==> src/rtl/sdram_boot_pkg.sv <==
package sdram_boot_pkg;

   // {cs_n, ras_n, cas_n, we_n}
   typedef enum logic [3:0] {
      CMD_LMR   = 4'b0000,
      CMD_AREF  = 4'b0001,
      CMD_PALL  = 4'b0010,
      CMD_NOP   = 4'b0111,
      CMD_DESEL = 4'b1111
   } sd_cmd_e;

   typedef enum logic [2:0] {
      ST_PWR, ST_WAIT, ST_PALL, ST_AREF, ST_LMR, ST_RUN, ST_MCMD
   } boot_st_e;

   typedef enum logic [1:0] {
      PM_NORMAL = 2'd0,
      PM_SELF   = 2'd1,
      PM_PDOWN  = 2'd2,
      PM_RSVD   = 2'd3
   } pwr_mode_e;

   function automatic logic [9:0] mode_word(input int burst, input int cas);
      logic [9:0] w;
      w = 10'h200;                       // single-location write bursts
      case (burst)
         2:       w[2:0] = 3'd1;
         4:       w[2:0] = 3'd2;
         8:       w[2:0] = 3'd4;
         default: w[2:0] = 3'd0;
      endcase
      w[6:4] = 3'(cas);                  // bit 3 stays 0: sequential
      return w;
   endfunction

   function automatic int refresh_reload(input int ms, input int khz, input int rows);
      return (ms * khz) / rows - 20;
   endfunction

   function automatic int max4(input int a, input int b, input int c, input int d);
      int m;
      m = a;
      if (b > m) m = b;
      if (c > m) m = c;
      if (d > m) m = d;
      return m;
   endfunction

endpackage

==> src/rtl/sdram_boot_fsm.sv <==
module sdram_boot_fsm
   import sdram_boot_pkg::*;
#(
   parameter int STABLE_CYC = 20,
   parameter int TRP_CYC    = 2,
   parameter int TRC_CYC    = 7,
   parameter int TMRD_CYC   = 2,
   parameter int AREF_COUNT = 8
) (
   input  logic      clk,
   input  logic      rst_n,
   input  logic      lp_req,
   input  logic [1:0] lp_mode,
   output boot_st_e  state,
   output pwr_mode_e pmode
);
   localparam int CNT_MAX = max4(STABLE_CYC + 1, TRP_CYC, TRC_CYC, TMRD_CYC);
   localparam int CNT_W   = $clog2(CNT_MAX + 1);
   localparam int ACNT_W  = $clog2(AREF_COUNT + 1);

   logic [CNT_W-1:0]  wait_cnt;
   logic [CNT_W-1:0]  gap;
   logic [ACNT_W-1:0] aref_n;
   boot_st_e          ret_st;
   boot_st_e          nxt_st;
   logic              lp_take;

   // spacing from this command to the next one, in cycles
   always_comb begin
      gap    = CNT_W'(1);
      nxt_st = ST_RUN;
      case (state)
         ST_PWR:  begin gap = CNT_W'(STABLE_CYC + 1); nxt_st = ST_PALL; end
         ST_PALL: begin gap = CNT_W'(TRP_CYC);        nxt_st = ST_AREF; end
         ST_AREF: begin
            gap    = CNT_W'(TRC_CYC);
            nxt_st = (aref_n == ACNT_W'(AREF_COUNT - 1)) ? ST_LMR : ST_AREF;
         end
         ST_LMR:  begin gap = CNT_W'(TMRD_CYC);       nxt_st = ST_RUN; end
         default: ;
      endcase
   end

   assign lp_take = lp_req && (lp_mode != PM_RSVD) && (lp_mode != pmode);

   always_ff @(posedge clk or negedge rst_n) begin
      if (!rst_n) begin
         state    <= ST_PWR;
         ret_st   <= ST_PWR;
         wait_cnt <= '0;
         aref_n   <= '0;
         pmode    <= PM_NORMAL;
      end else begin
         case (state)
            ST_PWR, ST_PALL, ST_AREF, ST_LMR: begin
               if (state == ST_AREF) aref_n <= aref_n + 1'b1;
               if (gap == CNT_W'(1)) begin
                  state <= nxt_st;
               end else begin
                  wait_cnt <= gap - CNT_W'(2);
                  ret_st   <= nxt_st;
                  state    <= ST_WAIT;
               end
            end
            ST_WAIT: begin
               if (wait_cnt == '0) state <= ret_st;
               else                wait_cnt <= wait_cnt - 1'b1;
            end
            ST_RUN: begin
               if (lp_take) begin
                  pmode <= pwr_mode_e'(lp_mode);
                  state <= ST_MCMD;
               end
            end
            default: state <= ST_RUN;
         endcase
      end
   end

endmodule

==> src/rtl/sdram_cmd_drive.sv <==
module sdram_cmd_drive
   import sdram_boot_pkg::*;
#(
   parameter int               ADDR_W = 13,
   parameter int               BA_W   = 2,
   parameter logic [ADDR_W-1:0] MODE   = '0
) (
   input  boot_st_e          state,
   input  pwr_mode_e         pmode,
   output logic              cke,
   output sd_cmd_e           cmd,
   output logic [BA_W-1:0]   ba,
   output logic [ADDR_W-1:0] addr
);
   always_comb begin
      cke  = 1'b1;
      cmd  = CMD_NOP;
      ba   = '0;
      addr = '0;
      case (state)
         ST_PWR:  begin cke = 1'b0; cmd = CMD_DESEL; end
         ST_PALL: begin cmd = CMD_PALL; addr[10] = 1'b1; end
         ST_AREF: cmd = CMD_AREF;
         ST_LMR:  begin cmd = CMD_LMR; addr = MODE; end
         ST_RUN:  cke = (pmode == PM_NORMAL);
         ST_MCMD: begin
            case (pmode)
               PM_SELF:  begin cke = 1'b0; cmd = CMD_AREF; end
               PM_PDOWN: cke = 1'b0;
               default:  cke = 1'b1;
            endcase
         end
         default: ;
      endcase
   end
endmodule

==> src/rtl/sdram_refresh_tmr.sv <==
module sdram_refresh_tmr #(
   parameter int RELOAD = 683
) (
   input  logic clk,
   input  logic rst_n,
   input  logic run,
   input  logic allow,
   output logic req
);
   localparam int RF_W = $clog2(RELOAD + 1);

   logic [RF_W-1:0] cnt;

   always_ff @(posedge clk or negedge rst_n) begin
      if (!rst_n)              cnt <= RF_W'(RELOAD);
      else if (!run)           cnt <= RF_W'(RELOAD);
      else if (cnt == '0)      cnt <= RF_W'(RELOAD);
      else                     cnt <= cnt - 1'b1;
   end

   assign req = run && allow && (cnt == '0);
endmodule

==> src/rtl/sdram_boot_seq.sv <==
module sdram_boot_seq
   import sdram_boot_pkg::*;
#(
   parameter int CLK_KHZ    = 90000,
   parameter int STARTUP_MS = 100,
   parameter int STABLE_CYC = STARTUP_MS * CLK_KHZ,
   parameter int TRP_CYC    = 2,
   parameter int TRC_CYC    = 7,
   parameter int TMRD_CYC   = 2,
   parameter int AREF_COUNT = 8,
   parameter int BURST_LEN  = 1,
   parameter int CAS_LAT    = 2,
   parameter int REFRESH_MS = 64,
   parameter int ROW_COUNT  = 8192,
   parameter int ADDR_W     = 13,
   parameter int BA_W       = 2
) (
   input  logic              clk,
   input  logic              rst_n,
   input  logic              lp_req,
   input  logic [1:0]        lp_mode,
   output logic              cke,
   output logic              cs_n,
   output logic              ras_n,
   output logic              cas_n,
   output logic              we_n,
   output logic [BA_W-1:0]   ba,
   output logic [ADDR_W-1:0] addr,
   output logic              init_done,
   output logic              refresh_req
);
   localparam int                RELOAD    = refresh_reload(REFRESH_MS, CLK_KHZ, ROW_COUNT);
   localparam logic [ADDR_W-1:0] MODE_WORD = {{(ADDR_W - 10){1'b0}}, mode_word(BURST_LEN, CAS_LAT)};

   // elaboration-time parameter checks
   if (!(BURST_LEN == 1 || BURST_LEN == 2 || BURST_LEN == 4 || BURST_LEN == 8)) begin : g_bad_burst
      $error("sdram_boot_seq: BURST_LEN must be 1, 2, 4 or 8");
   end
   if (!(CAS_LAT == 2 || CAS_LAT == 3)) begin : g_bad_cas
      $error("sdram_boot_seq: CAS_LAT must be 2 or 3");
   end
   if (ADDR_W < 11) begin : g_bad_addr
      $error("sdram_boot_seq: ADDR_W must reach A10");
   end
   if (TRP_CYC < 1 || TRC_CYC < 1 || TMRD_CYC < 2 || STABLE_CYC < 1 || AREF_COUNT < 1) begin : g_bad_timing
      $error("sdram_boot_seq: timing parameters out of range");
   end
   if (RELOAD < 1) begin : g_bad_reload
      $error("sdram_boot_seq: refresh reload must be positive");
   end

   boot_st_e  state;
   pwr_mode_e pmode;
   sd_cmd_e   cmd;

   sdram_boot_fsm #(
      .STABLE_CYC (STABLE_CYC),
      .TRP_CYC    (TRP_CYC),
      .TRC_CYC    (TRC_CYC),
      .TMRD_CYC   (TMRD_CYC),
      .AREF_COUNT (AREF_COUNT)
   ) i_fsm (
      .clk     (clk),
      .rst_n   (rst_n),
      .lp_req  (lp_req),
      .lp_mode (lp_mode),
      .state   (state),
      .pmode   (pmode)
   );

   sdram_cmd_drive #(
      .ADDR_W (ADDR_W),
      .BA_W   (BA_W),
      .MODE   (MODE_WORD)
   ) i_drive (
      .state (state),
      .pmode (pmode),
      .cke   (cke),
      .cmd   (cmd),
      .ba    (ba),
      .addr  (addr)
   );

   assign init_done = (state == ST_RUN) || (state == ST_MCMD);

   sdram_refresh_tmr #(
      .RELOAD (RELOAD)
   ) i_tmr (
      .clk   (clk),
      .rst_n (rst_n),
      .run   (init_done),
      .allow (pmode == PM_NORMAL),
      .req   (refresh_req)
   );

   assign {cs_n, ras_n, cas_n, we_n} = cmd;

endmodule

==> config.mk <==
export PLATFORM = sky130hd
export DESIGN_NAME = sdram_boot_seq
export DESIGN_NICKNAME = d
export VERILOG_FILES = /design/src/rtl/sdram_boot_pkg.sv /design/src/rtl/sdram_boot_fsm.sv /design/src/rtl/sdram_cmd_drive.sv /design/src/rtl/sdram_refresh_tmr.sv /design/src/rtl/sdram_boot_seq.sv
export SDC_FILE = /design/constraint.sdc
export NUM_CORES = 1
export LEC_CHECK = 0
export BUFFER_PORTS_ARGS = -buffer_cell sky130_fd_sc_hd__buf_4
export CORE_ASPECT_RATIO = 0.6
export CORE_UTILIZATION = 65
export CTS_BUF_LIST = sky130_fd_sc_hd__clkbuf_4
export DETAILED_ROUTE_END_ITERATION = 16
export PLACE_DENSITY_LB_ADDON = 0.25
export RECOVER_POWER = 25
export SKIP_CTS_REPAIR_TIMING = 1
export SLEW_MARGIN = 20
export SYNTH_ARGS = -nofsm -noshare
export SYNTH_HDL_FRONTEND = slang
export SYNTH_SLANG_ARGS = --single-unit
==> constraint.sdc <==
create_clock -name clk -period 5.9 [get_ports clk]
set_input_delay 0.59 -clock clk [delete_from_list [all_inputs] [get_ports clk]]
set_output_delay 0.59 -clock clk [all_outputs]
set_load 0.02 [all_outputs]
* Word-level counts from Yosys, hierarchy flattened
Index checks and enable logic that the tools add are counted.
Cells by class: muxes and demuxes 18, reduce and logical (&&, ||, !) cells 18, eq/ne operators 16, bitwise operators 1, add/subtract/negate cells 4
Operators by type and width (count):
- one-hot mux 24 bit (3 select lines) | 1
- two-way mux 24 bit | 2
- one-hot mux 24 bit (2 select lines) | 1
- two-way mux 10 bit | 3
- == test 24 x 1 -> 1 bit, second input constant | 1
- logical NOT 24 bit | 1
- subtractor 24 x 1 -> 24 bit, second input constant | 1
- subtractor 24 x 2 -> 24 bit, second input constant | 1
- one-hot mux 4 bit (5 select lines) | 1
- one-hot mux 3 bit (3 select lines) | 2
- two-way mux 3 bit | 5
- logical NOT 10 bit | 1
- subtractor 10 x 1 -> 10 bit, second input constant | 1
- == test 3 bit, second input constant | 3
- AND reduction 2 bit | 4
- == test 3 x 2 -> 1 bit, second input constant | 2
- != test 2 bit, second input constant | 3
- adder 4 x 1 -> 4 bit, second input constant | 1
- == test 4 x 3 -> 1 bit, second input constant | 1
- logical AND 1 bit | 4
- != test 2 x 1 -> 1 bit, second input constant | 2
- OR reduction 2 bit | 2
- OR reduction 4 bit | 1
- == test 3 x 1 -> 1 bit, second input constant | 1
- other kinds (11) | 12
Storage, ports and cells: input port bits 5, logic and storage cells 63, register bits 46, output and inout port bits 22

* Depth between registers and ports, before layout
Gate-level depths: netlist of run 1.
word-level depth 6, depth in mapped cells 8, gate-level depth less buffers 7

* By module
Synthesis of run 1 repeated with hierarchy kept, for this count alone.
Unflattened totals: cell total of the unflattened synthesis 322, area, all modules 2935.3 sq um
Modules (own cells, without submodules):
- sdram_boot_fsm | seq. area each 900.9 sq um, instances 1, area each 2125.8 sq um, cells each 231
- sdram_refresh_tmr | seq. area each 257.7 sq um, instances 1, area each 558.0 sq um, cells each 56
- sdram_cmd_drive | seq. area each 0.0 sq um, instances 1, area each 232.7 sq um, cells each 32
- sdram_boot_seq | seq. area each 0.0 sq um, instances 1, area each 18.8 sq um, cells each 3

* Least setup slack after synthesis of run 1
Ideal clock, no wire load.
path kind reg-to-reg, from reg i_fsm.wait_cnt[10], to reg i_fsm.wait_cnt[21], cell stages (with the launch flop) 7, period minus slack after synthesis 2.418 ns, arrival 2.338 ns, buffers on the path 1, library setup time 0.079 ns, slack 3.482 ns, required time 5.821 ns, cell sequence dfrtp_1 > or4_1 > buf_2 > or4_4 > or4_4 > nor4_4 > mux2i_1
Between the ends: longest elaborated chain between the ends 3, elaborated cells on any way between the ends 6, classes of those cells 1 x add/sub; 1 x eq/ne; 2 x mux; 2 x reduce/logical
Ends and longest elaborated chain:
- from (decl) | line sdram_boot_fsm.sv:21 | logic [CNT_W-1:0] wait_cnt;
- from (signal assigned) | line sdram_boot_fsm.sv:60 | wait_cnt <= gap - CNT_W'(2);
- from (signal assigned) | line sdram_boot_fsm.sv:67 | else wait_cnt <= wait_cnt - 1'b1;
- subtractor 24 x 1 -> 24 bit or logical NOT 24 bit (tied branches) | line sdram_boot_fsm.sv:67, sdram_boot_fsm.sv:66
- two-way mux 24 bit or != test 2 bit (tied branches)
- one-hot mux 24 bit (2 select lines) or AND reduction 3 bit (tied branches)
Parallel ways exist; a longest one is shown, timed or not. The select of a mux whose other input is x is not followed. A chain may end at the register's enable or synchronous reset.

* Worst setup path in the final report of run 1
from reg i_fsm.state[0], to reg i_fsm.wait_cnt[17]
Between the ends: longest elaborated chain between the ends 6, elaborated cells on any way between the ends 16, classes of those cells 1 x add/sub; 7 x eq/ne; 3 x mux; 5 x reduce/logical
Ends and longest elaborated chain:
- from (decl) | line sdram_boot_fsm.sv:14 | output boot_st_e state,
- from (signal assigned) | line sdram_boot_fsm.sv:58 | state <= nxt_st;
- from (signal assigned) | line sdram_boot_fsm.sv:66 | if (wait_cnt == '0) state <= ret_st;
- == test 3 x 2 -> 1 bit or == test 3 bit (tied branches) | line sdram_boot_fsm.sv:32, sdram_boot_fsm.sv:54
- OR reduction 2 bit (no line)
- one-hot mux 24 bit (3 select lines) | line sdram_boot_fsm.sv:32 | case (state)
- subtractor 24 x 2 -> 24 bit or == test 24 x 1 -> 1 bit (tied branches) | line sdram_boot_fsm.sv:60, sdram_boot_fsm.sv:57
- two-way mux 24 bit or != test 2 bit (tied branches)
- one-hot mux 24 bit (2 select lines) or AND reduction 3 bit (tied branches)
Parallel ways exist; a longest one is shown, timed or not. The select of a mux whose other input is x is not followed.

==> impl_metrics.yaml, run 1 <==
die:
  die_x_um: 87.4
  core_mm2: 0.00414
  start_util_pct: 68.7
  pin_count: 27
  die_area_mm2: 0.00466
  rows: 18
  die_h_um: 53.3
clock_tree:
  clock-sinks: 46
  cts_made_buffers: 5
  clk_latency_ns: 0.36
  root_buffer: "clkbuf_4"
  cts_max_path_buffers: 2
  clkTransAtPathRegs_ns: 0.15
  htree_levels: 2
  cts_tree: "done"
critical_path:
  critPathCaptureType: "flop"
  required_ns: 6.17
  crit_type: "flop to flop"
  worst_setup_path_start_kind: "flop"
  arrival_ns: 3.49
  cp_max_fo: 16
logic_synthesis:
  synth_seq_cells: 46
  synthArstFlopShare_pct: 100
  syn_inst: 322
  dominantRegCellSynth: "dfrtp_1"
  yosysWarnings: 0
  synthDistinctLibCells: 52
  synth_edf_count: 0
  ys_seq_area_share_pct: 40.7
  syn_avg_cell_area_um2: 8.84
  synth.cell_area_mm2: 0.00285
layout:
  diodes: 0
  layout_commonest_cell: "dfrtp_1"
  num-nets-final: 338
  drive_above_1_share_pct: 12.0
  synthToLayoutAreaGrowth_pct: 5.80
  fill_cells: 319
  final_cell_area_mm2: 0.00301
  layout_common_cells: "dfrtp_1, nand2_1, nor2_1"
timing:
  fin_crit_ns: 3.22
  setup_viol: 0
  slew_viol_final: 47
  tns_ns: 0
  rsz0062_at_grt: "no"
  fin_worst_skew_ns: 0.0128
  tightest_slew_ns: 2.36
  finalCritPeriodShare_pct: 54.6
  hold_violations: 0
  max_freq_mhz: 311
  slew_headroom_pct: -57.3
place:
  dpl.hpwl_um: 4670
  placed_area_mm2: 0.00291
  placement.io_buffers: 14
  gp_congestion: 0.862
routing:
  detail-route-antenna-nets: 0
  drtIter0Drc: 205
  wl_per_cell_um: 16.6
  vias: 2377
  drc: 0
  first_pass_iters: 5
  routed_wirelength_um: 6430
  vias_per_cell: 6.16
pwr:
  swShare_pct: 21.1
  p_int_mw: 0.450
  powerDensity_mw_per_mm2: 189
  p_seq_share_pct: 55.4
  p_leak_nw: 1.36
  p_comb_share_pct: 2.7
  clkPwrFrac_pct: 42.0
  p_switching_mw: 0.120
  ir_worst_vdd_mv: 0.160
global_routing:
  grt_max_degree: 47
  grt_pass1_vias: 2149
  grt_pass1_wl_um: 10800
  antenna_found_initial: 0
  track_usage_pct: 31.3
  gr-total-overflow: 0
status:
  status: "finished, violations left"
  violations: "max-capacitance violations, max-slew violations"
run:
  maxCapViolCount: 1
min_path:
  hp-class: "flop to flop"
[flip-flops by register name, summed over array words and instances (netlist names)]
| register | cells |
|---|---|
| i_fsm.wait_cnt | 24 |
| i_fsm.aref_n | 4 |
| i_tmr.cnt | 10 |
| i_fsm.state | 3 |
| i_fsm.pmode | 2 |
| i_fsm.ret_st | 3 |
[routing by layer]
layer	GRT usage, %	up-vias	wire length (µm)
met5	0	-	0
met4	5.46	0	29
met3	7.18	4	546
met2	45.1	107	2740
met1	48.0	1124	3100
li1	-	1142	-
[metrics by stage]
stage | util [%] | hold slack [ns] | setup WS, ns | power [mW] | std cells
after floorplan | - | 0.294 | 3.48 | 0.335 | 333
after global placement | 70.2 | 0.455 | 2.91 | 0.337 | 378
after detailed placement | 70.2 | 0.455 | 2.74 | 0.337 | 378
after CTS | 72.8 | 0.218 | 2.73 | 0.574 | 386
after global routing | 72.7 | 0.475 | 2.39 | 0.591 | 386
final | 72.7 | 0.472 | 2.68 | 0.570 | 386
[path summary, 6_finish.rpt]
kind / cells after the start / endpoint / slack [ns] / from
hold reg to reg: 1 / i_fsm.aref_n[3] / 0.47 / i_fsm.aref_n[3]
setup reg to reg: 5 / i_fsm.wait_cnt[17] / 2.68 / i_fsm.state[0]
min in group asynchronous: 1 / i_fsm.wait_cnt[4] / 0.92 / rst_n
setup / recovery: 5 / i_fsm.wait_cnt[17] / 2.68 / i_fsm.state[0]
hold / removal: 1 / i_fsm.aref_n[3] / 0.47 / i_fsm.aref_n[3]
max in group asynchronous: 1 / i_fsm.wait_cnt[17] / 3.63 / rst_n
[worst max-delay path, cell delays in order (launching register included)]
cell,delay [ns]
dfrtp_1,0.64
nand2b_1,0.18
nor2_1,0.86
o21ai_1,0.64
or4_1,0.63
a21oi_1,0.17
[cell usage after synthesis, drive strengths merged (3+ instances only)]
cell type	instances	area, µm²
o211ai	5	37.5
nand2	33	124
o31ai	4	30.0
o21a	3	22.5
xor2	4	35.0
nand3	7	35.0
a22o	3	26.3
xnor2	7	61.3
nor2	29	109
o221ai	3	26.3
dfrtp	40	1000
nor4b	4	35.0
clkbuf	15	56.3
o21ai	14	70.1
mux2i	5	50.1
o2bb2ai	3	26.3
nor3	9	45.0
buf	15	110
or3	6	37.5
or2	4	25.0
nor4	7	58.8
a21oi	15	75.1
dfstp	6	158
o22ai	7	43.8
mux2	3	33.8
ha	8	100
inv	15	56.3
or4	11	90.1
nand2b	7	43.8
[cells by family (layout without fill, tap and decap cells)]
group           count (synthesis)  after routing  synth area share, %
other cells                     1             12                0.132
flops                          46             46                 40.7
compound gates                 72             72                 16.9
fa+ha+maj                       8              8                 3.52
simple gates                  130            130                 24.5
mux                             8              8                 2.95
buf+inv                        46             39                 7.96
xor+xnor                       11             11                 3.38
[layout make-up]
type	instances	area [µm²]	area share, %
clock buffers	5	37.5	1.25
well taps	60	75.1	2.49
clock inverters	3	68.8	2.29
multi-input cells	241	1500	49.9
repair buffers	15	109	3.61
flip-flops and latches	46	1160	38.5
inverters	16	60.1	1.99
[power groups by stage]
stage | logic, mW | registers, mW | clock network (mW)
final | 0.0153 | 0.316 | 0.239
after global routing | 0.0179 | 0.316 | 0.257
after CTS | 0.0160 | 0.316 | 0.242
after detailed placement | 0.0160 | 0.321 | 0
after global placement | 0.0158 | 0.321 | 0
after floorplan | 0.0134 | 0.321 | 0
Power figures use the tool's default switching activity.
==> run 2: changes to the inputs <==
--- a/config.mk
+++ b/config.mk
@@ -5,9 +5,10 @@
 export SDC_FILE = /design/constraint.sdc
 export NUM_CORES = 1
 export LEC_CHECK = 0
+export ABC_AREA = 1
 export BUFFER_PORTS_ARGS = -buffer_cell sky130_fd_sc_hd__buf_4
 export CORE_ASPECT_RATIO = 0.6
-export CORE_UTILIZATION = 65
+export CORE_UTILIZATION = 56
 export CTS_BUF_LIST = sky130_fd_sc_hd__clkbuf_4
 export DETAILED_ROUTE_END_ITERATION = 16
 export PLACE_DENSITY_LB_ADDON = 0.25
==> constraint.sdc (replaced) <==
create_clock -name clk -period 2.6 [get_ports clk]
set_input_delay 0.26 -clock clk [delete_from_list [all_inputs] [get_ports clk]]
set_output_delay 0.26 -clock clk [all_outputs]
set_load 0.02 [all_outputs]
==> impl_metrics.yaml, run 2 <==
timing:
  hold_violations: 0
  tns_ns: 0
  setup_viol: 0
  layout_setup_ws_ns: 0.473
  holdWs_ns: 0.150
  finalCritPeriodShare_pct: 81.8
  max_freq_mhz: 470
  rsz0062_at_grt: "no"
  fin_crit_ns: 2.13
  fin_worst_skew_ns: 0.0125
  slew_viol_final: 0
  tightest_slew_ns: 1.11
  slew_headroom_pct: 25.8
global_routing:
  track_usage_pct: 25.2
  antenna_found_initial: 0
  gr-total-overflow: 0
  grt_pass1_vias: 2244
  grt_pass1_wl_um: 11300
  grt_max_degree: 47
pwr:
  ir_worst_vdd_mv: 0.696
  swShare_pct: 51.8
  powerDensity_mw_per_mm2: 1110
  clkPwrFrac_pct: 9.6
  p_seq_share_pct: 33.7
  p_int_mw: 1.70
  p_comb_share_pct: 56.7
  p_switching_mw: 1.83
  p_leak_nw: 1.57
die:
  rows: 20
  start_util_pct: 58.8
  pin_count: 27
  die_area_mm2: 0.00570
  die_x_um: 96.8
  core_mm2: 0.00513
  die_h_um: 58.9
logic_synthesis:
  yosysMostFrequentCell: "nand2_1"
  yosysWarnings: 0
  synth_top_area_share_pct: 33.2
  ys_seq_area_share_pct: 38.4
  synth_seq_cells: 46
  synthArstFlopShare_pct: 100
  syn_inst: 398
  syn_avg_cell_area_um2: 7.58
  synth_edf_count: 0
  dominantRegCellSynth: "dfrtp_1"
  netlist_top_cells_count: "nand2_1, nor2_1, dfrtp_1, inv_1, nand3_1"
  synth_area_leader_cell: "dfrtp_1"
  synthDistinctLibCells: 37
  synth.cell_area_mm2: 0.00302
  synth.area.top_cells: "dfrtp_1, nand2_1, nor2_1"
critical_path:
  startpoint: "i_fsm.state[2]"
  r2r_cells: 8
  r2r_slack_ns: 0.68
  endpoint: "refresh_req"
  crit_type: "flop to output pin"
  r2r-end: "i_fsm.wait_cnt[18]"
  cp_max_fo: 6
  worst_setup_path_start_kind: "flop"
  required_ns: 2.34
  reg2reg_from: "i_fsm.wait_cnt[0]"
  arrival_ns: 1.87
  critPathCaptureType: "output pin"
routing:
  first_pass_iters: 5
  wl_per_cell_um: 13.6
  detail-route-antenna-nets: 0
  drc: 0
  drtIter0Drc: 231
  routed_wirelength_um: 6530
  vias_per_cell: 5.44
  vias: 2618
clock_tree:
  clock-sinks: 46
  cts_made_buffers: 5
  clkTransAtPathRegs_ns: 0.14
  htree_levels: 2
  clk_latency_ns: 0.36
  cts_max_path_buffers: 2
  cts_tree: "done"
  root_buffer: "clkbuf_4"
layout:
  num-nets-final: 427
  drive_above_1_share_pct: 16.6
  multiInputGateArea_mm2: 0.00160
  synthToLayoutAreaGrowth_pct: 5.14
  layout_commonest_cell: "nand2_1"
  fill_cells: 452
  final_cell_area_mm2: 0.00317
  largest_register: "i_fsm.wait_cnt"
  layout_common_cells: "nand2_1, nor2_1, dfrtp_1"
  largest_register_ffs: 24
  seqCellArea_mm2: 0.00116
  final_util_pct: 61.9
  largest_registers: "i_fsm.wait_cnt: 24 flops, i_tmr.cnt: 10 flops, i_fsm.aref_n: 4 flops"
  diodes: 0
place:
  gp_congestion: 0.918
  place_ws_ns: 0.744
  placed_area_mm2: 0.00311
  placement.io_buffers: 14
  dpl.hpwl_um: 4950
run:
  maxCapViolCount: 0
min_path:
  hp-class: "input pin to flop"
status:
  status: "finished clean"
-- run 2: cell types whose count changed in the layout (fill, tap and decap cells not counted), sizes merged, moves of 4 or more --
cell | previous run | this run
nor2 | 29 | 69
nor4b | 4 | 0
nand4 | 2 | 12
nand2b | 7 | 0
mux2i | 5 | 0
xor2 | 4 | 9
o22ai | 7 | 1
nand3 | 7 | 28
nand2 | 33 | 105
or3 | 6 | 0
nor4 | 7 | 1
o21ai | 14 | 19
or4 | 11 | 0
inv | 15 | 43
-- run 2: power groups by stage --
| stage | sequential (mW) | combinational, mW | clock (mW) |
|---|---|---|---|
| floorplan | 1.13 | 1.60 | 0 |
| global placement | 1.19 | 1.93 | 0 |
| detailed placement | 1.19 | 1.98 | 0 |
| CTS | 1.18 | 1.99 | 0.349 |
| global route | 1.22 | 2.26 | 0.374 |
| finish | 1.19 | 2.00 | 0.338 |
-- run 2: routing by layer --
metal | GRT usage [%] | up-vias | wire length, µm
li1 | - | 1292 | -
met1 | 42.1 | 1220 | 3470
met2 | 33.3 | 104 | 2540
met3 | 4.63 | 2 | 501
met4 | 3.84 | 0 | 20
met5 | 0 | - | 0
-- run 2: cell families after synthesis --
| kind of cell | count (synthesis) | synth area share [%] |
|---|---|---|
| xor gates and xnor gates | 14 | 4.06 |
| DFF | 46 | 38.4 |
| buffers and inverters | 60 | 9.83 |
| AOI/OAI and AO/OA | 40 | 8.29 |
| other | 1 | 0.124 |
| and+or+nand+nor | 229 | 36.0 |
| adders and majority gates | 8 | 3.32 |
-- run 2: final cells by class --
cell class              instances  share of cell area (%)
multi-input cells             303                    50.6
flip-flops and latches         46                    36.5
inverters                      43                    5.09
repair buffers                 15                    3.55
well taps                      66                    2.60
clock buffers                   5                    1.18
clock inverters                 3                   0.513
-- run 2: critical path, cell delays in order, from the launching register on --
cell     delay (ns)
dfrtp_1        0.52
inv_2          0.12
nor2_2         0.19
inv_1          0.10
nand2_1        0.13
inv_1          0.07
nor3_1         0.20
buf_4          0.18
-- run 2: worst min-delay path by stage --
stage / start / endpoint / slack (ns) / depth (start not counted)
6_report: lp_mode[1] / i_fsm.pmode[1] / 0.15 / 3
5_1_grt: lp_mode[1] / i_fsm.pmode[1] / 0.15 / 3
4_1_cts: rst_n / i_fsm.wait_cnt[8] / -0.10 / 1
3_5_place_dp: rst_n / i_fsm.wait_cnt[8] / 0.30 / 1
3_3_place_gp: rst_n / i_fsm.wait_cnt[9] / 0.30 / 1
2_1_floorplan: rst_n / i_fsm.aref_n[0] / -0.04 / 0
-- run 2: stage by stage --
step	instances	power [mW]
floorplan	409	2.74
global placement	472	3.12
detailed placement	472	3.18
CTS	480	3.52
global route	481	3.85
finish	481	3.53
==> run 3: changes to the inputs <==
--- a/config.mk
+++ b/config.mk
@@ -8,7 +8,7 @@
 export ABC_AREA = 1
 export BUFFER_PORTS_ARGS = -buffer_cell sky130_fd_sc_hd__buf_4
 export CORE_ASPECT_RATIO = 0.6
-export CORE_UTILIZATION = 56
+export CORE_UTILIZATION = 62
 export CTS_BUF_LIST = sky130_fd_sc_hd__clkbuf_4
 export DETAILED_ROUTE_END_ITERATION = 16
 export PLACE_DENSITY_LB_ADDON = 0.25
==> constraint.sdc (replaced) <==
create_clock -name clk -period 2.06 [get_ports clk]
set_input_delay 0.206 -clock clk [delete_from_list [all_inputs] [get_ports clk]]
set_output_delay 0.206 -clock clk [all_outputs]
set_load 0.02 [all_outputs]
==> impl_metrics.yaml, run 3 (synthesized netlist as in run 2, its figures left out) <==
run:
  maxCapViolCount: 0
pwr:
  p_int_mw: 2.48
  p_comb_share_pct: 54.9
  ir_worst_vdd_mv: 0.852
  swShare_pct: 49.1
  p_seq_share_pct: 30.8
  p_leak_nw: 1.62
  p_switching_mw: 2.39
  powerDensity_mw_per_mm2: 1480
  clkPwrFrac_pct: 14.3
layout:
  num-nets-final: 434
  largest_register_ffs: 24
  synthToLayoutAreaGrowth_pct: 9.25
  largest_register: "i_fsm.wait_cnt"
  fill_cells: 386
  final_util_pct: 71.5
  drive_above_1_share_pct: 19.4
  layout_common_cells: "nand2_1, nor2_1, dfrtp_1"
  diodes: 0
  largest_registers: "i_fsm.wait_cnt: 24 flops, i_tmr.cnt: 10 flops, i_fsm.aref_n: 4 flops"
  layout_commonest_cell: "nand2_1"
clock_tree:
  cts_max_path_buffers: 2
  htree_levels: 2
  clock-sinks: 46
  cts_tree: "done"
  clk_latency_ns: 0.39
  cts_made_buffers: 5
  clkTransAtPathRegs_ns: 0.14
  root_buffer: "clkbuf_4"
global_routing:
  grt_max_degree: 47
  grt_pass1_wl_um: 11300
  gr-total-overflow: 0
  antenna_found_initial: 0
  grt_pass1_vias: 2321
  track_usage_pct: 28.6
critical_path:
  crit_type: "flop to output pin"
  path_depth: 9
  critPathTopFamily: "flip-flops"
  critPathCaptureType: "output pin"
  r2r_slack_ns: 0.24
  worst_setup_path_start_kind: "flop"
  reg2reg_from: "i_fsm.state[0]"
  critPathBufInv: 4
  r2r-end: "i_fsm.wait_cnt[14]"
  cp_max_fo: 4
  crit_chain: "inv_2 -> nand2_2 -> nor2_4 -> inv_1 -> nand2_2 -> inv_1 -> nand2_1 -> o221ai_1 -> buf_4"
  r2r_cells: 9
  max_stage_delay_ns: 0.44
  arrival_ns: 1.78
  slowest_stage: "dfrtp_1"
  required_ns: 1.85
timing:
  hold_violations: 0
  max_freq_mhz: 504
  fin_crit_ns: 1.98
  slew_headroom_pct: 23.0
  layout_setup_ws_ns: 0.0770
  fin_worst_skew_ns: 0.0134
  tightest_slew_ns: 1.16
  holdWs_ns: 0.0586
  finalCritPeriodShare_pct: 96.3
  setup_viol: 0
  slew_viol_final: 0
routing:
  first_pass_iters: 5
  vias: 2664
  vias_per_cell: 5.49
  wl_per_cell_um: 14.3
  routed_wirelength_um: 6940
  drtIter0Drc: 280
  detail-route-antenna-nets: 0
  drc: 0
die:
  pin_count: 27
  core_mm2: 0.00461
  die_area_mm2: 0.00516
  rows: 19
  die_h_um: 56.0
  start_util_pct: 65.4
  die_x_um: 92.1
place:
  placement.io_buffers: 14
  dpl.hpwl_um: 5070
  gp_congestion: 0.891
  place_ws_ns: 0.259
min_path:
  min_to: "i_fsm.pmode[1]"
  hp-class: "input pin to flop"
  holdPathStages: 3
  holdCritStartpoint: "lp_mode[1]"
status:
  status: "finished clean"
-- run 3: changes by cell type in the layout (fill, tap and decap cells not counted), moves of 2 or more --
cell       before  now
dfrtp_2         0    2
dfrtp_1        40   38
buf_4          13   20
bufinv_16       0    2
-- run 3: per-layer routing --
metal	vias to the layer above	global-route usage (%)	part of all wire [%]
li1	1306	-	-
met1	1230	45.4	50
met2	121	37.2	40
met3	7	7.38	9.7
met4	0	8.71	1.1
met5	-	0	0
-- run 3: final cells by class --
cell class                      instances  area, µm²  area share (%)
Clock inverter                          3       63.8            1.94
Multi-Input combinational cell        303       1630            49.4
Sequential cell                        46       1160            35.2
Timing Repair Buffer                   22        165            5.01
Tap cell                               63       78.8            2.39
Inverter                               43        161            4.90
Clock buffer                            5       37.5            1.14
-- run 3: worst max path at each step --
stage,startpoint,to
after floorplan,i_fsm.state[0],i_fsm.wait_cnt[12]
after global placement,i_fsm.state[0],i_fsm.wait_cnt[14]
after detailed placement,i_fsm.state[0],i_fsm.wait_cnt[12]
after CTS,i_tmr.cnt[0],refresh_req
after global routing,i_fsm.state[1],cke
final,i_fsm.state[1],cke
-- run 3: per-stage QoR --
step                      TNS (ns)  cells  power, mW  area, µm²
final                            0    485       4.88       3300
after global routing       -0.0730    485       5.24       3300
after CTS                  -0.0320    481       4.73       3240
after detailed placement         0    473       4.03       3140
after global placement           0    473       3.98       3140
after floorplan                  0    409       3.45       3060
-- run 3: power groups by stage --
stage | Sequential (mW) | Combinational [mW] | Clock, mW
after global placement | 1.50 | 2.48 | 0
after global routing | 1.54 | 2.98 | 0.719
after CTS | 1.49 | 2.54 | 0.693
after floorplan | 1.43 | 2.02 | 0
after detailed placement | 1.50 | 2.52 | 0
final | 1.50 | 2.68 | 0.697
-- run 3: worst reg2reg max path, cell delays in order (launching register included) --
cell,delay [ns]
dfrtp_2,0.49
nor2_1,0.19
inv_1,0.11
nor2_1,0.19
nor2_1,0.10
ha_1,0.20
nand2_2,0.10
nand2_1,0.07
nor2_2,0.18
a21oi_1,0.10
